### src/rtl/i2c_stat_pkg.sv
package i2c_stat_pkg;

    localparam int STAT_W = 16;

    // Bit positions of the packed status word; a reader decodes these.
    localparam int B_NACK   = 15;
    localparam int B_TXBUSY = 14;
    localparam int B_COLL   = 10;
    localparam int B_GCALL  = 9;
    localparam int B_ADR10  = 8;
    localparam int B_WRCOL  = 7;
    localparam int B_RXOVF  = 6;
    localparam int B_DATA   = 5;
    localparam int B_STOP   = 4;
    localparam int B_START  = 3;
    localparam int B_READ   = 2;
    localparam int B_RXFULL = 1;
    localparam int B_TXFULL = 0;

    // Number of flags that only software can clear.
    localparam int SWCLR_N = 3;

    typedef struct packed {
        logic nack;
        logic tx_busy;
        logic collision;
        logic gen_call;
        logic addr10;
        logic wr_coll;
        logic rx_ovf;
        logic data;
        logic stop;
        logic start;
        logic read;
        logic rx_full;
        logic tx_full;
    } stat_t;

    // Index into the software-clear mask.
    localparam int SC_COLL  = 0;
    localparam int SC_WRCOL = 1;
    localparam int SC_RXOVF = 2;

endpackage

### src/rtl/i2c_stat_swclr.sv
module i2c_stat_swclr
    import i2c_stat_pkg::*;
(
    input  logic              sw_we,
    input  logic [STAT_W-1:0] sw_wdata,
    output logic [SWCLR_N-1:0] clr
);
    localparam int POS [SWCLR_N] = '{B_COLL, B_WRCOL, B_RXOVF};

    // A clear strobe fires for each sticky bit written as zero.
    for (genvar i = 0; i < SWCLR_N; i++) begin : g_clr
        assign clr[i] = sw_we && !sw_wdata[POS[i]];
    end
endmodule

### src/rtl/i2c_stat_pack.sv
module i2c_stat_pack
    import i2c_stat_pkg::*;
(
    input  stat_t             st,
    output logic [STAT_W-1:0] word
);
    always_comb begin
        word           = '0;
        word[B_NACK]   = st.nack;
        word[B_TXBUSY] = st.tx_busy;
        word[B_COLL]   = st.collision;
        word[B_GCALL]  = st.gen_call;
        word[B_ADR10]  = st.addr10;
        word[B_WRCOL]  = st.wr_coll;
        word[B_RXOVF]  = st.rx_ovf;
        word[B_DATA]   = st.data;
        word[B_STOP]   = st.stop;
        word[B_START]  = st.start;
        word[B_READ]   = st.read;
        word[B_RXFULL] = st.rx_full;
        word[B_TXFULL] = st.tx_full;
    end
endmodule

### src/rtl/i2c_stat_reg.sv
module i2c_stat_reg
    import i2c_stat_pkg::*;
(
    input  logic              clk,
    input  logic              rst_n,
    input  logic              ev_ack_done,
    input  logic              ack_nack,
    input  logic              ev_tx_start,
    input  logic              ev_collision,
    input  logic              ev_gc_match,
    input  logic              ev_addr10_match,
    input  logic              ev_addr_match,
    input  logic              addr_rw,
    input  logic              ev_stop,
    input  logic              ev_start,
    input  logic              ev_tx_write,
    input  logic              engine_busy,
    input  logic              ev_rx_xfer,
    input  logic              ev_rx_read,
    input  logic              ev_byte_done,
    input  logic              ev_slave_rx,
    input  logic              sw_we,
    input  logic [STAT_W-1:0] sw_wdata,
    output logic [STAT_W-1:0] stat_word,
    output logic              f_nack,
    output logic              f_tx_busy,
    output logic              f_collision,
    output logic              f_gen_call,
    output logic              f_addr10,
    output logic              f_wr_coll,
    output logic              f_rx_ovf,
    output logic              f_data,
    output logic              f_stop,
    output logic              f_start,
    output logic              f_read,
    output logic              f_rx_full,
    output logic              f_tx_full
);
    stat_t st_d, st_q;
    logic [SWCLR_N-1:0] sw_clr;
    logic tx_reject;

    i2c_stat_swclr u_swclr (
        .sw_we    (sw_we),
        .sw_wdata (sw_wdata),
        .clr      (sw_clr)
    );

    assign tx_reject = ev_tx_write && (engine_busy || st_q.tx_full);

    // Next-state: every flag follows "set beats clear".
    always_comb begin
        st_d = st_q;
        if (ev_ack_done) st_d.nack = ack_nack;

        if (ev_tx_start)      st_d.tx_busy = 1'b1;
        else if (ev_ack_done) st_d.tx_busy = 1'b0;

        if (ev_collision)             st_d.collision = 1'b1;
        else if (sw_clr[SC_COLL])     st_d.collision = 1'b0;

        if (ev_gc_match)  st_d.gen_call = 1'b1;
        else if (ev_stop) st_d.gen_call = 1'b0;

        if (ev_addr10_match) st_d.addr10 = 1'b1;
        else if (ev_stop)    st_d.addr10 = 1'b0;

        if (tx_reject)               st_d.wr_coll = 1'b1;
        else if (sw_clr[SC_WRCOL])   st_d.wr_coll = 1'b0;

        if (ev_tx_write && !tx_reject) st_d.tx_full = 1'b1;
        else if (ev_tx_start)          st_d.tx_full = 1'b0;

        if (ev_rx_xfer && st_q.rx_full) st_d.rx_ovf = 1'b1;
        else if (sw_clr[SC_RXOVF])      st_d.rx_ovf = 1'b0;

        if (ev_rx_xfer)      st_d.rx_full = 1'b1;
        else if (ev_rx_read) st_d.rx_full = 1'b0;

        if (ev_byte_done || ev_slave_rx) st_d.data = 1'b1;
        else if (ev_addr_match)          st_d.data = 1'b0;

        if (ev_stop)       st_d.stop = 1'b1;
        else if (ev_start) st_d.stop = 1'b0;

        if (ev_start)     st_d.start = 1'b1;
        else if (ev_stop) st_d.start = 1'b0;

        if (ev_addr_match) st_d.read = addr_rw;
        else if (ev_stop)  st_d.read = 1'b0;
    end

    always_ff @(posedge clk or negedge rst_n) begin
        if (!rst_n) st_q <= '0;
        else        st_q <= st_d;
    end

    i2c_stat_pack u_pack (
        .st   (st_q),
        .word (stat_word)
    );

    assign f_nack      = st_q.nack;
    assign f_tx_busy   = st_q.tx_busy;
    assign f_collision = st_q.collision;
    assign f_gen_call  = st_q.gen_call;
    assign f_addr10    = st_q.addr10;
    assign f_wr_coll   = st_q.wr_coll;
    assign f_rx_ovf    = st_q.rx_ovf;
    assign f_data      = st_q.data;
    assign f_stop      = st_q.stop;
    assign f_start     = st_q.start;
    assign f_read      = st_q.read;
    assign f_rx_full   = st_q.rx_full;
    assign f_tx_full   = st_q.tx_full;

    // acknowledge outcome captured one edge later
    assert_ack_capture_R2: assert property (@(posedge clk) disable iff (!rst_n)
        ev_ack_done |=> (stat_word[B_NACK] == $past(ack_nack)));

    // start of transmission always leaves busy set
    assert_txbusy_set_R3: assert property (@(posedge clk) disable iff (!rst_n)
        ev_tx_start |=> stat_word[B_TXBUSY]);

    // collision flag survives anything but a zero write
    assert_coll_sticky_R4: assert property (@(posedge clk) disable iff (!rst_n)
        (stat_word[B_COLL] && !(sw_we && !sw_wdata[B_COLL])) |=> stat_word[B_COLL]);

    // Stop without a new general call match clears it
    assert_gcall_stop_R5: assert property (@(posedge clk) disable iff (!rst_n)
        (ev_stop && !ev_gc_match) |=> !stat_word[B_GCALL]);

    // rejected write flags a collision and keeps the full bit
    assert_wrcol_R6: assert property (@(posedge clk) disable iff (!rst_n)
        (ev_tx_write && (engine_busy || stat_word[B_TXFULL])) |=> stat_word[B_WRCOL]);

    // transfer into a full buffer raises overflow
    assert_no_overflow_R7: assert property (@(posedge clk) disable iff (!rst_n)
        (ev_rx_xfer && !stat_word[B_RXFULL] && !stat_word[B_RXOVF]) |=> !stat_word[B_RXOVF]);

    assert_overflow_R7: assert property (@(posedge clk) disable iff (!rst_n)
        (ev_rx_xfer && stat_word[B_RXFULL]) |=> stat_word[B_RXOVF]);

    // unimplemented positions stay zero
    assert_unimpl_zero_R1: assert property (@(posedge clk) disable iff (!rst_n)
        $past(sw_we) |-> (stat_word[13:11] == 3'b000));
endmodule

### config.mk
export PLATFORM = sky130hd
export DESIGN_NAME = i2c_stat_reg
export DESIGN_NICKNAME = d
export VERILOG_FILES = /design/src/rtl/i2c_stat_pkg.sv /design/src/rtl/i2c_stat_swclr.sv /design/src/rtl/i2c_stat_pack.sv /design/src/rtl/i2c_stat_reg.sv
export SDC_FILE = /design/constraint.sdc
export NUM_CORES = 1
export LEC_CHECK = 0
export BUFFER_PORTS_ARGS = -buffer_cell sky130_fd_sc_hd__buf_2
export CAP_MARGIN = 20
export CORE_MARGIN = 10
export CORE_UTILIZATION = 30
export CTS_CLUSTER_DIAMETER = 100
export DETAILED_ROUTE_END_ITERATION = 8
export PLACE_DENSITY = 0.73
export SLEW_MARGIN = 40
export SYNTH_ARGS = -nofsm -noshare
export SYNTH_HDL_FRONTEND = slang
export SYNTH_HIERARCHICAL = 1
export SYNTH_SLANG_ARGS = --single-unit
export TNS_END_PERCENT = 10
### constraint.sdc
create_clock -name clk -period 0.8 [get_ports clk]
set_input_delay 0.08 -clock clk [delete_from_list [all_inputs] [get_ports clk]]
set_output_delay 0.08 -clock clk [all_outputs]
set_load 0.05 [all_outputs]
---- Word level (Yosys, flattened, before mapping) ----
Cells that the tools add are included.
word-level totals
  register bits ........................... 13
  latch bits .............................. 0
  RAM bits ................................ 0
  memory bits (read-only) ................. 0
  input port bits ......................... 35
  output and inout bits ................... 29
  memories ................................ 0
operators by class
  add/subtract/negate cells ............... 0
  multiply operators ...................... 0
  div/mod/pow operators ................... 0
  $lt $le $gt $ge ......................... 0
  eq/ne operators ......................... 0
  shifts and indexed selects .............. 0
  multiplexer cells ....................... 21
  bitwise gates (word level) .............. 0
  reductions and logical operators ........ 23
operators by type and width
  kind                count
  nonzero test 2 bit  11
  2-to-1 mux 1 bit    21
  logical AND 1 bit   6
  logical NOT 1 bit   4
  logical OR 1 bit    2

---- Depth between registers and ports, before layout ----
  depth after elaboration ................. 5
  mapped depth ............................ 3
  gate-level depth less buffers ........... 3

---- Modules after synthesis ----
Netlist, hierarchy kept.
modules (own cells, without submodules)
  module          instances  cells each  area each (sq um)
  i2c_stat_reg    1          40          474.2
  i2c_stat_pack   1          17          123.9
  i2c_stat_swclr  1          3           18.8

---- Least setup slack after synthesis ----
No wires, ideal clock.
  kind .................................... register to register
  start ................................... reg st_q, in the netlist f_tx_full
  end ..................................... reg st_q, in the netlist f_tx_full
  library setup time ...................... 121 ps
  arrival ................................. 918 ps
  setup slack ............................. -239 ps
  cell stages (with the launch flop) ...... 3
  period minus slack after synthesis ...... 1039 ps
  path through ............................ dfrtp_1 -> nor2_1 -> a22o_1
between the ends
  word-level cells in the longest chain between the ends .. 5
ends and longest elaborated chain
  what                                                           RTL line            text
  from (decl)                                                    i2c_stat_reg.sv:39  stat_t st_d, st_q;
  from (signal assigned)                                         i2c_stat_reg.sv:95  else st_q <= st_d;
  logical OR 1 bit (*)                                           i2c_stat_reg.sv:49  assign tx_reject = ev_tx_write && (engine_busy || st_q.tx_full);
  logical AND 1 bit (*)                                          i2c_stat_reg.sv:49
  logical NOT 1 bit (*)                                          i2c_stat_reg.sv:71  if (ev_tx_write && !tx_reject) st_d.tx_full = 1'b1;
  logical AND 1 bit (*)                                          i2c_stat_reg.sv:71
  2-to-1 mux 1 bit / nonzero test 2 bit (equally long branches)  -
Every way passes the cells marked *; elsewhere a longest branch is shown, timed or not.
A chain may end at the register's enable or synchronous reset.

---- Final worst setup path ----
  start ................................... reg st_q, in the netlist f_stop
  end ..................................... out stat_word[4]
RTL lines
  what       RTL line            text
  to (decl)  i2c_stat_reg.sv:24  output logic [STAT_W-1:0] stat_word,
No word-level cell between the ends.

==> flow_summary_export.csv <==
group,metric,value,unit
placed_design,port_buffers,47,
yosys,ys_types,11,
worst_hold_path,holdCritPathClass,"input port to flop",
yosys,synth_edf_count,0,
worst_setup_path,start_kind,"flop",
worst_setup_path,critPathSlowestCell,"dfrtp_2",
worst_setup_path,r2r_start,"f_tx_full",
routing,wirelength,1.93,mm
worst_setup_path,endpoint_kind,"output port",
placed_design,gp_congestion,0.783,
timing,rsz0062_at_grt,"yes",
placed_design,post_dp_cell_area,790,µm²
worst_setup_path,crit_path_start,"f_stop",
worst_setup_path,crit_path_max_fanout,3,
yosys,synth_top_cell_area_share,0.527,
yosys,synth-seq-cells,13,
final_layout,final_cell_area,1070,µm²
routing,drtPass1Iterations,4,
routing,drcViolationCount,0,
floorplanning,die_area,4270,µm²
worst_hold_path,hold_depth,2,
final_layout,nNetsFinal,143,
worst_setup_path,path_delay_family,"flip-flops",
global_route,grt.overflow.total,0,
worst_setup_path,crit_arrival,0.87,ns
timing,drv_slew,0,
yosys,synth-main-ff-cell,"dfrtp_1",
global_route,antenna_found_initial,0,
timing,period_share,1.18,
worst_hold_path,min_from,"ev_ack_done",
worst_setup_path,worstPathCellList,"buf_4",
global_route,track_usage,0.0834,
clock_tree,cts_tree,"done",
clock_tree,clock_sinks,13,
timing,setup_viol,30,
worst_setup_path,cp.required,0.72,ns
global_route,grt_max_degree,14,
floorplanning,start_util,0.314,
placed_design,hpwl,1.33,mm
clock_tree,cts-root-to-sink-buffers,2,
routing,final_antenna_net_count,0,
floorplanning,rows,16,
run,max_cap_viol_count,0,
worst_setup_path,cpPeakStageDelay,0.41,ns
worst_setup_path,timing.reg2reg.setup_slack,-0.06,ns
clock_tree,cts.clk_slew.worst_paths,0.07,ns
final_layout,diodes,0,
global_route,grt_pass1_wl,2.82,mm
yosys,syn_area,617,µm²
clock_tree,worstSkewPairLatency,0.26,ns
yosys,synth_common_cells,"buf_4 (16), dfrtp_1 (13), inv_1 (9), o21ai_0 (6), a21o_1 (5)",
yosys,yosysTopAreaCell,"dfrtp_1",
power,leakage,0.557,nW
status,violations,"negative setup slack",
final_layout,nFillCells,176,
timing,fmax,1060,MHz
yosys,async_flop_share,1.00,
placed_design,pre_cts_ws,-0.0187,ns
routing,routedWlPerCell,14.4,µm
timing,setup_ws,-0.146,ns
power,power.density,1880,nW/µm²
clock_tree,cts-root-buf,"clkbuf_4",
worst_setup_path,r2r_end,"f_tx_full",
yosys,yosysMostFrequentCell,"buf_4",
floorplanning,core,1960,µm²
yosys,yosysWarnings,6,
final_layout,layout-drive-gt1-share,0.626,
yosys,syn_avg_cell_area,10.3,µm²
yosys,ys_seq_area_frac,0.527,
timing,tns,-3.69,ns
timing,finClkSkew,0.00182,ns
worst_setup_path,cp.buffers_inverters,1,
worst_setup_path,critPathKind,"flop to output port",
power,ir_drop,0.000673,V
clock_tree,htreeDepth,1,
yosys,netlist_instances,60,
global_route,grt_pass1_vias,608,
timing,finalCriticalPeriod,0.946,ns
floorplanning,ios,64,
status,status,"finished with violations",
clock_tree,cts_made_buffers,3,
yosys,synth.area.top_cells,"dfrtp_1 (53%), buf_4 (19%), a21o_1 (6.1%)",
worst_hold_path,min_to,"f_tx_busy",
routing,vias_per_cell,4.10,
floorplanning,die_w,65.3,µm
worst_setup_path,ff2ff_path_depth,2,
floorplanning,die_h,65.3,µm
routing,num_vias,550,
routing,drt_iter0_drc,29,
timing,hold_violations,0,
final_layout,syn2layout_area_growth,74.0,%
==> power by group <==
part / internal [mW] / switching [mW] / total (mW)
Sequential: 0.719 / 0.0618 / 0.781
Combinational: 0.315 / 0.539 / 0.853
Clock: 0.193 / 0.196 / 0.388
Total: 1.23 / 0.796 / 2.02
==> registers in the layout, summed over array words and instances, names as in the netlist <==
name         count
f_addr10         1
f_collision      1
f_data           1
f_gen_call       1
f_nack           1
f_read           1
f_rx_full        1
f_rx_ovf         1
f_start          1
f_stop           1
f_tx_busy        1
f_tx_full        1
f_wr_coll        1
==> worst max-delay path by stage <==
stage                              end  slack (ns)  cells past startpoint
after CTS                 stat_word[1]       -0.17                      1
after floorplan                 f_nack       -0.12                      1
after global routing           f_start       -0.19                      1
final                     stat_word[4]       -0.15                      1
after detailed placement     f_wr_coll       -0.02                      2
after global placement       f_wr_coll       0.006                      2
==> what timing repair did <==
| action | CTS | global route |
|---|---|---|
| hold buffers | 7 | 1 |
| setup buffers | 2 | 0 |
| endpoints found under the hold margin | 18 | 1 |
| setup endpoints to repair | 28 | 31 |
| gates resized for setup | 46 | 9 |
| pin swaps | 1 | 0 |
==> final cells by class <==
cell class | count | area, µm² | share of cell area
Multi-Input combinational cell | 24 | 149 | 0.139
Timing Repair Buffer | 57 | 489 | 0.456
Sequential cell | 13 | 342 | 0.318
Tap cell | 27 | 33.8 | 0.0315
Clock buffer | 4 | 26.3 | 0.0245
Inverter | 9 | 33.8 | 0.0315
==> per-layer routing <==
metal | up-vias | wire, µm | GRT usage
met4 | 0 | 0 | 0.0241
li1 | 266 | - | -
met3 | 0 | 231 | 0.0508
met2 | 40 | 929 | 0.144
met1 | 244 | 773 | 0.0820
met5 | - | 0 | 0
==> metrics by stage <==
step	utilization	total power, mW	hold slack (ns)	instances
global placement	0.402	1.43	-0.0195	120
detailed placement	0.402	1.44	-0.0135	120
floorplan	-	1.34	-0.216	62
finish	0.547	2.02	0.0224	134
global route	0.547	2.15	0.00547	134
CTS	0.527	2.03	0.0123	133
==> kinds of logic (layout without fill, tap and decap cells) <==
logic type	Yosys count	in the layout	synth area share
other	1	3	0.00608
and+or+nand+nor	7	7	0.0548
DFF	13	13	0.527
buffers and inverters	25	70	0.249
muxes	1	1	0.0243
AOI/OAI and AO/OA	13	13	0.138
==> cells in the final DEF, fill, tap and decap left out <==
master         netlist  layout
buf_4               16       3
nor2_1               3       3
inv_1                9       9
buf_2                0      21
conb_1               1       3
nand2_1              1       1
o21ai_0              6       3
dlygate4sd3_1        0       8
o21ai_1              0       2
buf_6                0      25
clkbuf_4             0       3
a22o_1               2       2
dfrtp_2              0      13
mux2_4               1       1
o21ai_2              0       1
a21o_1               5       5
clkbuf_1             0       1
nor2b_1              3       3
Note: power is estimated with default switching activity, not from simulation.
